File: config.mk
export PLATFORM = sky130hd
export DESIGN_NAME = simd_mask_ctrl
export DESIGN_NICKNAME = d
export VERILOG_FILES = /design/src/rtl/simd_mask_pkg.sv /design/src/rtl/lane_popcount.sv /design/src/rtl/usage_counters.sv /design/src/rtl/mask_stack.sv /design/src/rtl/simd_mask_ctrl.sv
export SDC_FILE = /design/constraint.sdc
export NUM_CORES = 1
export LEC_CHECK = 0
export BUFFER_PORTS_ARGS = -buffer_cell sky130_fd_sc_hd__clkbuf_2
export CORE_MARGIN = 2
export CORE_UTILIZATION = 50
export CTS_BUF_LIST = sky130_fd_sc_hd__clkbuf_2
export CTS_CLUSTER_DIAMETER = 60
export DETAILED_ROUTE_END_ITERATION = 6
export PLACE_DENSITY = 0.79
export SLEW_MARGIN = 30
export SYNTH_ARGS = -nofsm -noshare
export SYNTH_HDL_FRONTEND = slang
export SYNTH_SLANG_ARGS = --single-unit
File: constraint.sdc
create_clock -name clk -period 7 [get_ports clk]
set_input_delay 1.05 -clock clk [delete_from_list [all_inputs] [get_ports clk]]
set_output_delay 1.05 -clock clk [all_outputs]
set_load 0.005 [all_outputs]
File: src/rtl/simd_mask_pkg.sv
package simd_mask_pkg;

  typedef enum logic [1:0] {
    BR_NONE   = 2'd0,
    BR_OPEN   = 2'd1,
    BR_SWITCH = 2'd2,
    BR_CLOSE  = 2'd3
  } br_op_e;

  // open beats switch, switch beats close
  function automatic br_op_e decode_marker(input logic open_m,
                                           input logic switch_m,
                                           input logic close_m);
    if (open_m)        return BR_OPEN;
    else if (switch_m) return BR_SWITCH;
    else if (close_m)  return BR_CLOSE;
    else               return BR_NONE;
  endfunction

endpackage

File: src/rtl/lane_popcount.sv
module lane_popcount #(
  parameter int LANES = 8,
  localparam int CW = $clog2(LANES + 1)
) (
  input  logic [LANES-1:0] bits_i,
  output logic [CW-1:0]    count_o
);

  logic [CW-1:0] part [LANES+1];

  assign part[0] = '0;

  for (genvar g = 0; g < LANES; g++) begin : g_sum
    assign part[g+1] = part[g] + CW'(bits_i[g]);
  end

  assign count_o = part[LANES];

endmodule

File: src/rtl/usage_counters.sv
module usage_counters #(
  parameter int LANES = 8,
  parameter int CNT_W = 32
) (
  input  logic             clk,
  input  logic             rst,
  input  logic             issue_i,
  input  logic [LANES-1:0] lane_mask_i,
  output logic [CNT_W-1:0] issue_cnt_o,
  output logic [CNT_W-1:0] active_cnt_o
);

  localparam int PW = $clog2(LANES + 1);

  logic [PW-1:0] n_active;

  lane_popcount #(.LANES(LANES)) u_pop (
    .bits_i  (lane_mask_i),
    .count_o (n_active)
  );

  always_ff @(posedge clk) begin
    if (rst) begin
      issue_cnt_o  <= '0;
      active_cnt_o <= '0;
    end else if (issue_i) begin
      issue_cnt_o  <= issue_cnt_o + CNT_W'(1);
      active_cnt_o <= active_cnt_o + CNT_W'(n_active);
    end
  end

endmodule

File: src/rtl/mask_stack.sv
module mask_stack #(
  parameter int EW    = 16,
  parameter int DEPTH = 4,
  localparam int SPW  = $clog2(DEPTH + 1),
  localparam int AW   = (DEPTH > 1) ? $clog2(DEPTH) : 1
) (
  input  logic          clk,
  input  logic          rst,
  input  logic          push_i,
  input  logic          pop_i,
  input  logic [EW-1:0] wdata_i,
  output logic [EW-1:0] top_o,
  output logic          empty_o,
  output logic          full_o
);

  logic [EW-1:0]  mem [DEPTH];
  logic [SPW-1:0] sp;
  logic [SPW-1:0] sp_m1;
  logic [AW-1:0]  wr_idx;
  logic [AW-1:0]  rd_idx;

  assign sp_m1   = sp - SPW'(1);
  assign wr_idx  = AW'(sp);
  assign rd_idx  = AW'(sp_m1);
  assign empty_o = (sp == '0);
  assign full_o  = (sp == SPW'(DEPTH));
  assign top_o   = empty_o ? '0 : mem[rd_idx];

  // storage without reset so it may map onto RAM
  always_ff @(posedge clk) begin
    if (push_i && !full_o) mem[wr_idx] <= wdata_i;
  end

  always_ff @(posedge clk) begin
    if (rst) begin
      sp <= '0;
    end else if (push_i && !full_o) begin
      sp <= sp + SPW'(1);
    end else if (pop_i && !empty_o) begin
      sp <= sp_m1;
    end
  end

endmodule

File: src/rtl/simd_mask_ctrl.sv
module simd_mask_ctrl
  import simd_mask_pkg::*;
#(
  parameter int LANES = 8,
  parameter int DEPTH = 4,
  parameter int CNT_W = 32
) (
  input  logic             clk,
  input  logic             rst,
  input  logic             issue_i,
  input  logic             br_open_i,
  input  logic             br_switch_i,
  input  logic             br_close_i,
  input  logic [LANES-1:0] cond_i,
  output logic [LANES-1:0] mask_o,
  output logic             skip_o,
  output logic             err_o,
  output logic [CNT_W-1:0] issue_cnt_o,
  output logic [CNT_W-1:0] active_cnt_o
);

  localparam int EW = 2 * LANES;

  br_op_e          op;
  logic            stk_push;
  logic            stk_pop;
  logic            stk_empty;
  logic            stk_full;
  logic [EW-1:0]   stk_wdata;
  logic [EW-1:0]   stk_top;
  logic [LANES-1:0] saved_parent;
  logic [LANES-1:0] saved_alt;
  logic [LANES-1:0] mask_d;
  logic            err_d;

  assign op = decode_marker(br_open_i, br_switch_i, br_close_i);

  assign stk_push  = (op == BR_OPEN)  && !stk_full;
  assign stk_pop   = (op == BR_CLOSE) && !stk_empty;
  // save enclosing mask and the alternative-path mask together
  assign stk_wdata = {mask_o, mask_o & ~cond_i};

  assign saved_parent = stk_top[EW-1:LANES];
  assign saved_alt    = stk_top[LANES-1:0];

  mask_stack #(.EW(EW), .DEPTH(DEPTH)) u_stack (
    .clk     (clk),
    .rst     (rst),
    .push_i  (stk_push),
    .pop_i   (stk_pop),
    .wdata_i (stk_wdata),
    .top_o   (stk_top),
    .empty_o (stk_empty),
    .full_o  (stk_full)
  );

  always_comb begin
    mask_d = mask_o;
    err_d  = err_o;
    unique case (op)
      BR_OPEN: begin
        if (stk_full) err_d = 1'b1;
        else          mask_d = mask_o & cond_i;
      end
      BR_SWITCH: begin
        if (stk_empty) err_d = 1'b1;
        else           mask_d = saved_alt;
      end
      BR_CLOSE: begin
        if (stk_empty) err_d = 1'b1;
        else           mask_d = saved_parent;
      end
      default: ;
    endcase
  end

  always_ff @(posedge clk) begin
    if (rst) begin
      mask_o <= '1;
      skip_o <= 1'b0;
      err_o  <= 1'b0;
    end else begin
      mask_o <= mask_d;
      skip_o <= (mask_d == '0);
      err_o  <= err_d;
    end
  end

  usage_counters #(.LANES(LANES), .CNT_W(CNT_W)) u_cnt (
    .clk          (clk),
    .rst          (rst),
    .issue_i      (issue_i),
    .lane_mask_i  (mask_o),
    .issue_cnt_o  (issue_cnt_o),
    .active_cnt_o (active_cnt_o)
  );

endmodule

* Word level (Yosys, flattened, before mapping)
Memory sizes are Yosys's and may differ from the RTL's.
Cells that the tools add are included.
** Storage, ports and cells
- Output and inout bits :: 74
- ROM bits :: 0
- Latch bits :: 0
- Bits in writable memories :: 64
- Memories :: 1
- Register bits after elaboration :: 77
- Word-level logic and storage cells :: 53
** Operators by class
- Add/sub/neg operators :: 11
- Magnitude comparators :: 0
- $mul :: 0
- Equal/unequal tests :: 6
- Muxes and demuxes :: 14
- Bitwise logic cells :: 3
- Shift operators :: 0
- Reductions and logical operators :: 12
- Divide/modulo/power cells :: 0
** Memories
- u_stack.mem :: depth 4, bits a word 16, read ports 1, clocked after Yosys merged registers in 0, write ports 1, RTL line mask_stack.sv:17 : logic [EW-1:0] mem [DEPTH];
** Operators by type and width (number)
- $add A32 B1 Y32 const B :: 1
- $add A32 B4 Y32 :: 1
- $mux W8 :: 3
- $pmux W8 S3 :: 1
- $add A4 B1 Y4 :: 4
- $and A8 B8 Y8 :: 2
- $logic_not A8 Y1 :: 1
- $not A8 Y8 :: 1
- $mux W2 :: 3
- $mux W3 :: 2
- $add A3 B1 Y4 :: 1
- $eq A2 B2 Y1 const B :: 2
- $logic_and A1 B1 Y1 :: 4
- $mux W1 :: 4
- $ne A2 B1 Y1 const B :: 2
- $reduce_bool A2 Y1 :: 2
- $add A2 B1 Y3 :: 1
- $add A3 B1 Y3 const B :: 1
- $eq A3 B3 Y1 const B :: 1
- $logic_not A3 Y1 :: 1
- $reduce_and A3 Y1 :: 1
- $sub A3 B1 Y3 const B :: 1
- $add A1 B1 Y2 :: 1
- $eq A2 B1 Y1 const B :: 1
- other kinds (3) :: 4

* Longest topological paths before layout
Gate-level depths: netlist (run 1).
- Depth after elaboration :: 8
- Mapped depth :: 14
- Mapped depth without buffers :: 13

* Modules after synthesis
From an unflattened synthesis (run 1), not the netlist that was laid out.
** Unflattened totals
- Cell total of the unflattened synthesis :: 630
- Area total of the unflattened synthesis :: 6935.4 µm²
** Modules (own cells, without submodules)
- usage_counters :: area each 3216.8 µm², times used 1, cells each 374
- mask_stack :: area each 2696.3 µm², times used 1, cells each 134
- simd_mask_ctrl :: area each 832.0 µm², times used 1, cells each 98
- lane_popcount :: area each 190.2 µm², times used 1, cells each 24

* Worst setup path before layout (run 1)
No wires, ideal clock.
- Path kind :: register to register
- Start point :: reg mask_o[1]
- End point :: reg u_cnt.active_cnt_o[12]
- Arrival time :: 3.766 ns
- Stages on the path, launching flop included :: 13
- Clock period less this slack :: 3.893 ns
- Buffers on the path :: 0
- Data required time :: 6.872 ns
- Path slack :: 3.107 ns
- Path through :: dfxtp_1 -> fa_1 -> inv_1 -> fa_1 -> fa_1 -> fa_1 -> fa_1 -> nand2b_1 -> a21boi_1 -> o21ai_1 -> or4b_1 -> xor2_1 -> nor2_1
** Between the ends
- Word-level cells in the longest chain between the ends :: 8
** RTL lines
- from (decl) :: RTL line simd_mask_ctrl.sv:15 : output logic [LANES-1:0] mask_o,
- from (signal assigned) :: RTL line simd_mask_ctrl.sv:83 : mask_o <= mask_d;
- $add A1 B1 Y2 :: RTL line lane_popcount.sv:14 : assign part[g+1] = part[g] + CW'(bits_i[g]);
- $add A2 B1 Y3 :: RTL line lane_popcount.sv:14
- $add A3 B1 Y4 :: RTL line lane_popcount.sv:14
- $add A4 B1 Y4 (4 in series) :: RTL line lane_popcount.sv:14
- $add A32 B4 Y32 :: RTL line usage_counters.sv:28 : active_cnt_o <= active_cnt_o + CNT_W'(n_active);
- to (signal assigned) :: RTL line usage_counters.sv:28
- to (decl) :: RTL line usage_counters.sv:10 : output logic [CNT_W-1:0] active_cnt_o
No other way between the ends.
A chain may end at the register's enable or synchronous reset.

* Final worst setup path (run 1)
- Start point :: reg mask_o[1]
- End point :: reg u_cnt.active_cnt_o[31]
Same word-level chain as after synthesis.

==> results by group, run 1 <==
Clocking
  • CTS tree: yes
  • CTS resizes: 0
  • Clock Latency Late Sink: 650 ps
  • Cts hold-fix bufs: 0
  • Clock Tree Buf Depth: 2
  • Clock Tree Root: clkbuf_2
  • Number of post-CTS setup repair buffers: 0
  • Num CTS Buffers: 17
  • CTS clock-pin slew for the worst setup and hold paths: 190 ps
  • Depth of the CTS H-tree: 4
  • Clock Sinks: 141

Setup path
  • Crit path DAT: 5050 ps
  • Critical Path RT: 7580 ps
  • Reg-to-Reg Start: mask_o[1]
  • Worst path cell trace: fa_1 -> inv_1 -> fa_1 -> fa_1 -> fa_1 -> nor2b_1 -> o21ai_0 -> a21boi_1 -> o2111ai_1 -> or4_1 -> a21oi_1
  • RR Endpoint: u_cnt.active_cnt_o[31]
  • CP Class: reg2reg
  • Worst reg-to-reg path cell count: 11
  • CP max FO: 11
  • Max incr delay on CP: 590 ps
  • Flop2flop setup slack: 2520 ps
  • CP endpoint kind: register
  • Critical path launch point type: register
  • Cell mode on critical path: fa_1
  • CP max-delay cell: dfxtp_1

Placement
  • Cells after DPL: 783
  • Setup WS pre-CTS: 2580 ps
  • Placement Cell Area: 6760 um^2
  • Post-DP HPWL: 8570 um
  • Port bufs: 87
  • Final RePlAce weighted congestion: 0.825

Global routing
  • Total congestion overflow: 0
  • Largest net degree at the start of global routing: 78
  • Initial antenna violation count: 0
  • Vias in the first global route: 4183
  • Global Route Usage Sum: 19.4%
  • Met1 Track Usage GR: 25.0%
  • GR Util met2: 31.8%
  • Global-route wire length before repair: 20200 um
  • GR Util met3: 6.12%
  • Busiest layer in global routing: met2

Die
  • Core Area: 12100 um^2
  • Die Width: 116 um
  • Die area: 13400 um^2
  • Chip height: 116 um
  • # IOs: 88
  • Rows: 40
  • Initial core utilization: 51.5%

Timing
  • FMAX: 223 MHz
  • Setup_tns: 0 ps
  • Final critical-path share of the clock period: 63.9%
  • RSZ-0062 raised after global routing: no
  • Final min period: 4480 ps
  • Final setup vio count: 0
  • Hold Fails Final Rpt: 0
  • Slew HR: 37.7%
  • Final Skew: 22.2 ps
  • Count of pins over their slew limit: 0
  • Hold_ws: 515 ps
  • PnR worst setup slack: 2520 ps
  • Worst Max-Slew Pin Slew: 935 ps

Synthesis
  • Post-Syn Instances: 553
  • Number of distinct library cells after synthesis: 47
  • Top_reg_cell synth: dfxtp_1
  • EDFF count, synth: 64
  • Yosys reg bits: 141
  • Async SR Flop Fraction: 0%
  • Most area-hungry cell type in the Yosys netlist: edfxtp_1
  • Post-synthesis cell area: 6240 um^2
  • Register area share after synthesis: 55.5%
  • Ys Warns: 0
  • Most frequent cells after synthesis: dfxtp_1 (77), nor2_1 (77), edfxtp_1 (64)
  • Synth area leaders: edfxtp_1 (31%), dfxtp_1 (25%), nor2_1 (4.6%)
  • Syn Area/Cell: 11.3 um^2
  • Syn Nets: 585
  • Share of the synthesized area in the top cell type: 30.8%

Pwr
  • Lkg Pwr: 2.69 nW
  • Final Total Pwr: 1.79 mW
  • Maximum VDD drop: 0.000205 V
  • PD cells: 256 nW/um^2

Outcome
  • Run status: finished clean

Route
  • Vias: 4372
  • Drt first-iter violations: 242
  • Final ANT Viol Nets: 0
  • Drt drc: 0
  • First drt pass iteration count: 5
  • WL/cell: 15.5 um
  • Final wirelength: 12600 um
  • Vias per std cell: 5.36

Flow run
  • MaxCap Viol Count: 0

Layout
  • Final std cells w/o fill: 815
  • Layout Nets: 666
  • Layout cells sized above 1: 20.1%
  • N_diodes: 0
  • Utilization after layout: 57.7%
  • Area growth syn-to-layout: 12.1%
  • Final instance area: 6990 um^2

Worst hold path
  • Hold Path Class: reg2reg
  • Hold Path Depth: 2
  • WHS Endpoint: u_cnt.active_cnt_o[0]
  • Hold path startpoint: u_cnt.active_cnt_o[0]
-- sequential cells by signal, indices dropped and copies added, names as in the netlist --
name,cells
u_stack.mem,64
u_cnt.active_cnt_o,32
u_cnt.issue_cnt_o,32
mask_o,8
u_stack.sp,3
err_o,1
skip_o,1
-- power by group --
part	switching, mW	internal [mW]
Combinational	0.209	0.162
Sequential	0.0334	0.923
Clock	0.266	0.197
-- area by class of cell --
type,count,area (um^2)
repair buffers,89,450
inverters,19,71.3
fillers,1050,5120
well taps,168,210
clock inverters,11,124
flip-flops and latches,141,3460
clock buffers,21,105
multi-input cells,366,2570
-- routing by layer --
layer | part of all wire (%) | wire length [um]
met4 | 1.2 | 149
met2 | 47 | 5990
met1 | 45 | 5680
met5 | 0 | 0
met3 | 6.4 | 803
-- worst max-delay path, delay by kind of cell, from the launching register on --
family / cells / cell delay (ps)
AOI/OAI and AO/OA: 4 / 1280
adders and majority gates: 4 / 1790
buffers and inverters: 1 / 90
DFF: 1 / 590
and+or+nand+nor: 2 / 660
-- logic make-up after synthesis --
family                     share of synthesized area (%)
DFF                                                 55.5
AOI/OAI and AO/OA                                   6.86
buffers and inverters                               3.33
and+or+nand+nor                                     16.0
adders and majority gates                           4.21
xor gates and xnor gates                            7.02
muxes                                               7.00
-- how the worst max path moves through the flow --
stage               startpoint                endpoint  cells past startpoint
finish               mask_o[1]  u_cnt.active_cnt_o[31]                     11
global route         mask_o[1]  u_cnt.active_cnt_o[30]                     12
global placement     mask_o[1]  u_cnt.active_cnt_o[22]                     12
CTS                  mask_o[1]  u_cnt.active_cnt_o[31]                     11
floorplan            mask_o[1]  u_cnt.active_cnt_o[12]                     12
detailed placement   mask_o[1]  u_cnt.active_cnt_o[31]                     11
-- layout by cell type (no fill, tap or decap), types with 8 or more instances in the layout --
cell      synthesis  final
nor3_1            9      9
inv_1            18     18
and3_1           12     12
edfxtp_1         64     64
mux2i_1          23     23
clkbuf_2          0    108
dfxtp_1          77     77
o21ai_0          19     19
xor2_1           33     33
nand2_1          24     24
ha_1             13     13
xnor2_1          17     17
nand3_1          16     16
nor2_1           77     77
a21oi_1          14     14
and2_1            9      8
a22oi_1           8      8
nand4_1          10     10
or3_1            12     12
No activity file was read; power rests on OpenSTA's default activity.
==> run 2, diff against run 1 <==
--- a/config.mk
+++ b/config.mk
@@ -5,13 +5,14 @@
 export SDC_FILE = /design/constraint.sdc
 export NUM_CORES = 1
 export LEC_CHECK = 0
+export ABC_AREA = 1
 export BUFFER_PORTS_ARGS = -buffer_cell sky130_fd_sc_hd__clkbuf_2
 export CORE_MARGIN = 2
 export CORE_UTILIZATION = 50
 export CTS_BUF_LIST = sky130_fd_sc_hd__clkbuf_2
 export CTS_CLUSTER_DIAMETER = 60
 export DETAILED_ROUTE_END_ITERATION = 6
-export PLACE_DENSITY = 0.79
+export PLACE_DENSITY = 0.81
 export SLEW_MARGIN = 30
 export SYNTH_ARGS = -nofsm -noshare
 export SYNTH_HDL_FRONTEND = slang
==> constraint.sdc (replaced) <==
create_clock -name clk -period 3.8 [get_ports clk]
set_input_delay 0.57 -clock clk [delete_from_list [all_inputs] [get_ports clk]]
set_output_delay 0.57 -clock clk [all_outputs]
set_load 0.005 [all_outputs]
==> results by group, run 2 <==
Synthesis
  • Most area-hungry cell type in the Yosys netlist: edfxtp_1
  • Post-synthesis cell area: 7000 um^2 (+12%)
  • Top_reg_cell synth: dfxtp_1
  • EDFF count, synth: 64 (unchanged)
  • Syn Area/Cell: 8.26 um^2 (-27%)
  • Synth area leaders: edfxtp_1 (27%), dfxtp_1 (22%), nand2_1 (9.0%)
  • Most common cell in the netlist: nand2_1
  • Post-Syn Instances: 848 (+53%)
  • Most frequent cells after synthesis: nand2_1 (168), nor2_1 (114), inv_1 (111)
  • Yosys reg bits: 141 (unchanged)
  • Register area share after synthesis: 49.5% (-6.1 points)
  • Syn Nets: 880 (+50%)
  • Ys Warns: 0 (unchanged)
  • Share of the synthesized area in the top cell type: 27.5% (-3.4 points)
  • Async SR Flop Fraction: 0% (unchanged)
  • Number of distinct library cells after synthesis: 41 (-13%)

Layout
  • Largest regs: u_stack.mem (64), u_cnt.active_cnt_o (32), u_cnt.issue_cnt_o (32)
  • Commonest non-fill, non-tap cell in the layout: nand2_1
  • Most frequent cells in the layout: nand2_1 (167), nor2_1 (111), inv_1 (110)
  • Utilization after layout: 57.1% (-0.59 points)
  • N_diodes: 0 (unchanged)
  • Final instance area: 7870 um^2 (+13%)
  • Filler Cell Count: 1264 (+20%)
  • Layout cells sized above 1: 19.5% (-0.55 points)
  • Largest register FFs: 64 (unchanged)
  • Largest reg by FF count: u_stack.mem
  • Sequential cell area: 3460 um^2 (about the same)
  • Layout Nets: 971 (+46%)
  • Multi-input gate area: 2950 um^2 (+15%)
  • Area growth syn-to-layout: 12.4%

Timing
  • Hold Fails Final Rpt: 0 (unchanged)
  • Hold_ws: 169 ps (-346 ps)
  • Final critical-path share of the clock period: 95.1% (+31 points)
  • Final Skew: 32.1 ps (+9.88 ps)
  • Worst Max-Slew Pin Slew: 838 ps (-96.9 ps)
  • FMAX: 277 MHz (+24%)
  • Final min period: 3610 ps (-863 ps)
  • Slew HR: 44.1% (+6.4 points)
  • Final setup vio count: 0 (unchanged)
  • Count of pins over their slew limit: 0 (unchanged)

Pwr
  • NetSw: 1.06 mW (+110%)
  • PD cells: 431 nW/um^2 (+68%)
  • Lkg Pwr: 3.43 nW (+28%)
  • Maximum VDD drop: 0.000287 V (+40%)
  • Switch share: 31.2% (+2.8 points)
  • Clock power share: 26.3% (+0.4 points)
  • Final Total Pwr: 3.39 mW (+90%)
  • Internal Pwr Total: 2.33 mW (+82%)
  • Combinational share of power: 22.3% (+1.6 points)
  • Part of the power in registers: 51.4% (-2.0 points)

Clocking
  • CTS clock-pin slew for the worst setup and hold paths: 210 ps (+20 ps)
  • Clock Tree Root: clkbuf_2
  • Num CTS Buffers: 17 (unchanged)
  • Depth of the CTS H-tree: 4 (unchanged)
  • Clock Sinks: 141 (unchanged)
  • Clock Tree Buf Depth: 2 (unchanged)
  • Cts hold-fix bufs: 0 (unchanged)
  • CTS tree: yes
  • Clock Latency Late Sink: 730 ps (+80 ps)

Die
  • # IOs: 88 (unchanged)
  • Rows: 43 (+7.5%)
  • Chip height: 122 um (+5.7%)
  • Initial core utilization: 50.8% (-0.67 points)
  • Die Width: 122 um (+5.7%)
  • Core Area: 13800 um^2 (+14%)
  • Die area: 15000 um^2 (+12%)

Route
  • WL/cell: 14.4 um (-7.2%)
  • First drt pass iteration count: 4 (-1)
  • Final ANT Viol Nets: 0 (unchanged)
  • Drt drc: 0 (unchanged)
  • Met2 WL: 7860 um (+31%)
  • Metal-1 WL: 6870 um (+21%)
  • Vias: 5853 (+34%)
  • Drt first-iter violations: 407 (+68%)
  • Met3 wire len: 1260 um (+56%)
  • Top sig layer: met4
  • Vias per std cell: 5.17 (-3.6%)
  • Final wirelength: 16300 um (+29%)

Setup path
  • CP endpoint kind: register
  • Crit path DAT: 4280 ps (-770 ps)
  • Critical path launch point type: register
  • Critical Path RT: 4470 ps (-3110 ps)
  • CP Class: reg2reg
  • CP max FO: 5 (-6)

Global routing
  • Initial antenna violation count: 0 (unchanged)
  • Vias in the first global route: 5573 (+33%)
  • Largest net degree at the start of global routing: 37 (-53%)
  • Global-route wire length before repair: 26800 um (+32%)
  • Total congestion overflow: 0 (unchanged)
  • Global Route Usage Sum: 23.1% (+3.6 points)

Placement
  • Placement Cell Area: 7570 um^2 (+12%)
  • Port bufs: 87 (unchanged)
  • Final RePlAce weighted congestion: 0.954 (+16%)
  • Post-DP HPWL: 11500 um (+35%)

Outcome
  • Run status: finished clean

Flow run
  • MaxCap Viol Count: 0 (unchanged)

Worst hold path
  • Hold Path Class: in2reg
==> run 2: cell count changes in the layout (fill, tap and decap cells not counted), sizes merged, moves of 15 or more <==
cell / change
nand3: +60
nor3: +22
o21ai: +24
mux2i: -23
a21oi: +25
xor2: -21
nand2: +152
inv: +101
xnor2: -15
nor2: +47
==> run 2: final timing paths <==
check	depth (start not counted)	end	startpoint	slack [ps]
worst max register to register	16	u_cnt.active_cnt_o[16]	mask_o[0]	190
worst min register to register	2	err_o	err_o	510
worst max-delay path	16	u_cnt.active_cnt_o[16]	mask_o[0]	190
worst min-delay path	2	u_stack.mem[3][6]	cond_i[6]	170
==> run 2: power by group through the flow <==
| stage | sequential, mW | combinational, mW | clock (mW) |
|---|---|---|---|
| floorplan | 1.77 | 0.519 | 0 |
| global placement | 1.77 | 0.695 | 0 |
| detailed placement | 1.77 | 0.726 | 0 |
| CTS | 1.74 | 0.734 | 0.910 |
| global route | 1.76 | 0.884 | 0.976 |
| finish | 1.74 | 0.759 | 0.893 |
==> run 2: logic make-up (layout without fill, tap and decap cells) <==
| logic type | Yosys count | count (layout) | synth area share [%] |
|---|---|---|---|
| AND/OR/NAND/NOR | 428 | 428 | 28.5 |
| buffers and inverters | 149 | 253 | 8.86 |
| flip-flops | 141 | 141 | 49.5 |
| AO/OA/AOI/OAI | 98 | 98 | 7.65 |
| adder cells (fa/ha/maj) | 18 | 18 | 3.75 |
| XOR/XNOR | 14 | 14 | 1.75 |
==> run 2: critical path: stages (launching register included) <==
cell	delay, ps
dfxtp_2	370
fa_1	530
inv_1	50
fa_1	500
fa_1	440
fa_2	380
fa_2	350
inv_1	60
nand3_1	80
nand2_2	110
nand3_4	130
nor2_4	120
nand2_1	90
nor2_2	170
nand3_1	90
nand2_1	60
a21oi_1	40
==> run 2: through the flow <==
step,setup TNS (ps),setup slack (ps),std cells
floorplan,0,208,848
global placement,0,107,1097
detailed placement,-92.2,-58.3,1097
CTS,0,36.4,1129
global route,-67.1,-29.5,1132
finish,0,188,1132
==> run 2: layout make-up <==
type	count	share of cell area (%)
Sequential cell	141	44.0
Multi-Input combinational cell	558	37.5
Timing Repair Buffer	101	6.87
Inverter	120	5.72
Tap cell	180	2.86
Clock inverter	15	1.96
Clock buffer	17	1.08
==> run 2: per-layer routing <==
layer,up-vias,global-route usage (%)
li1,2945,-
met1,2672,29.4
met2,210,38.2
met3,26,5.99
met4,0,7.83
met5,-,0
==> run 2: repair_timing <==
item | in CTS | in global routing
buffers inserted | 0 | 3
endpoints found under the setup margin | 3 | 10
hold endpoints to repair | 0 | 0
resized for setup | 2 | 10
pin swaps | 0 | 0
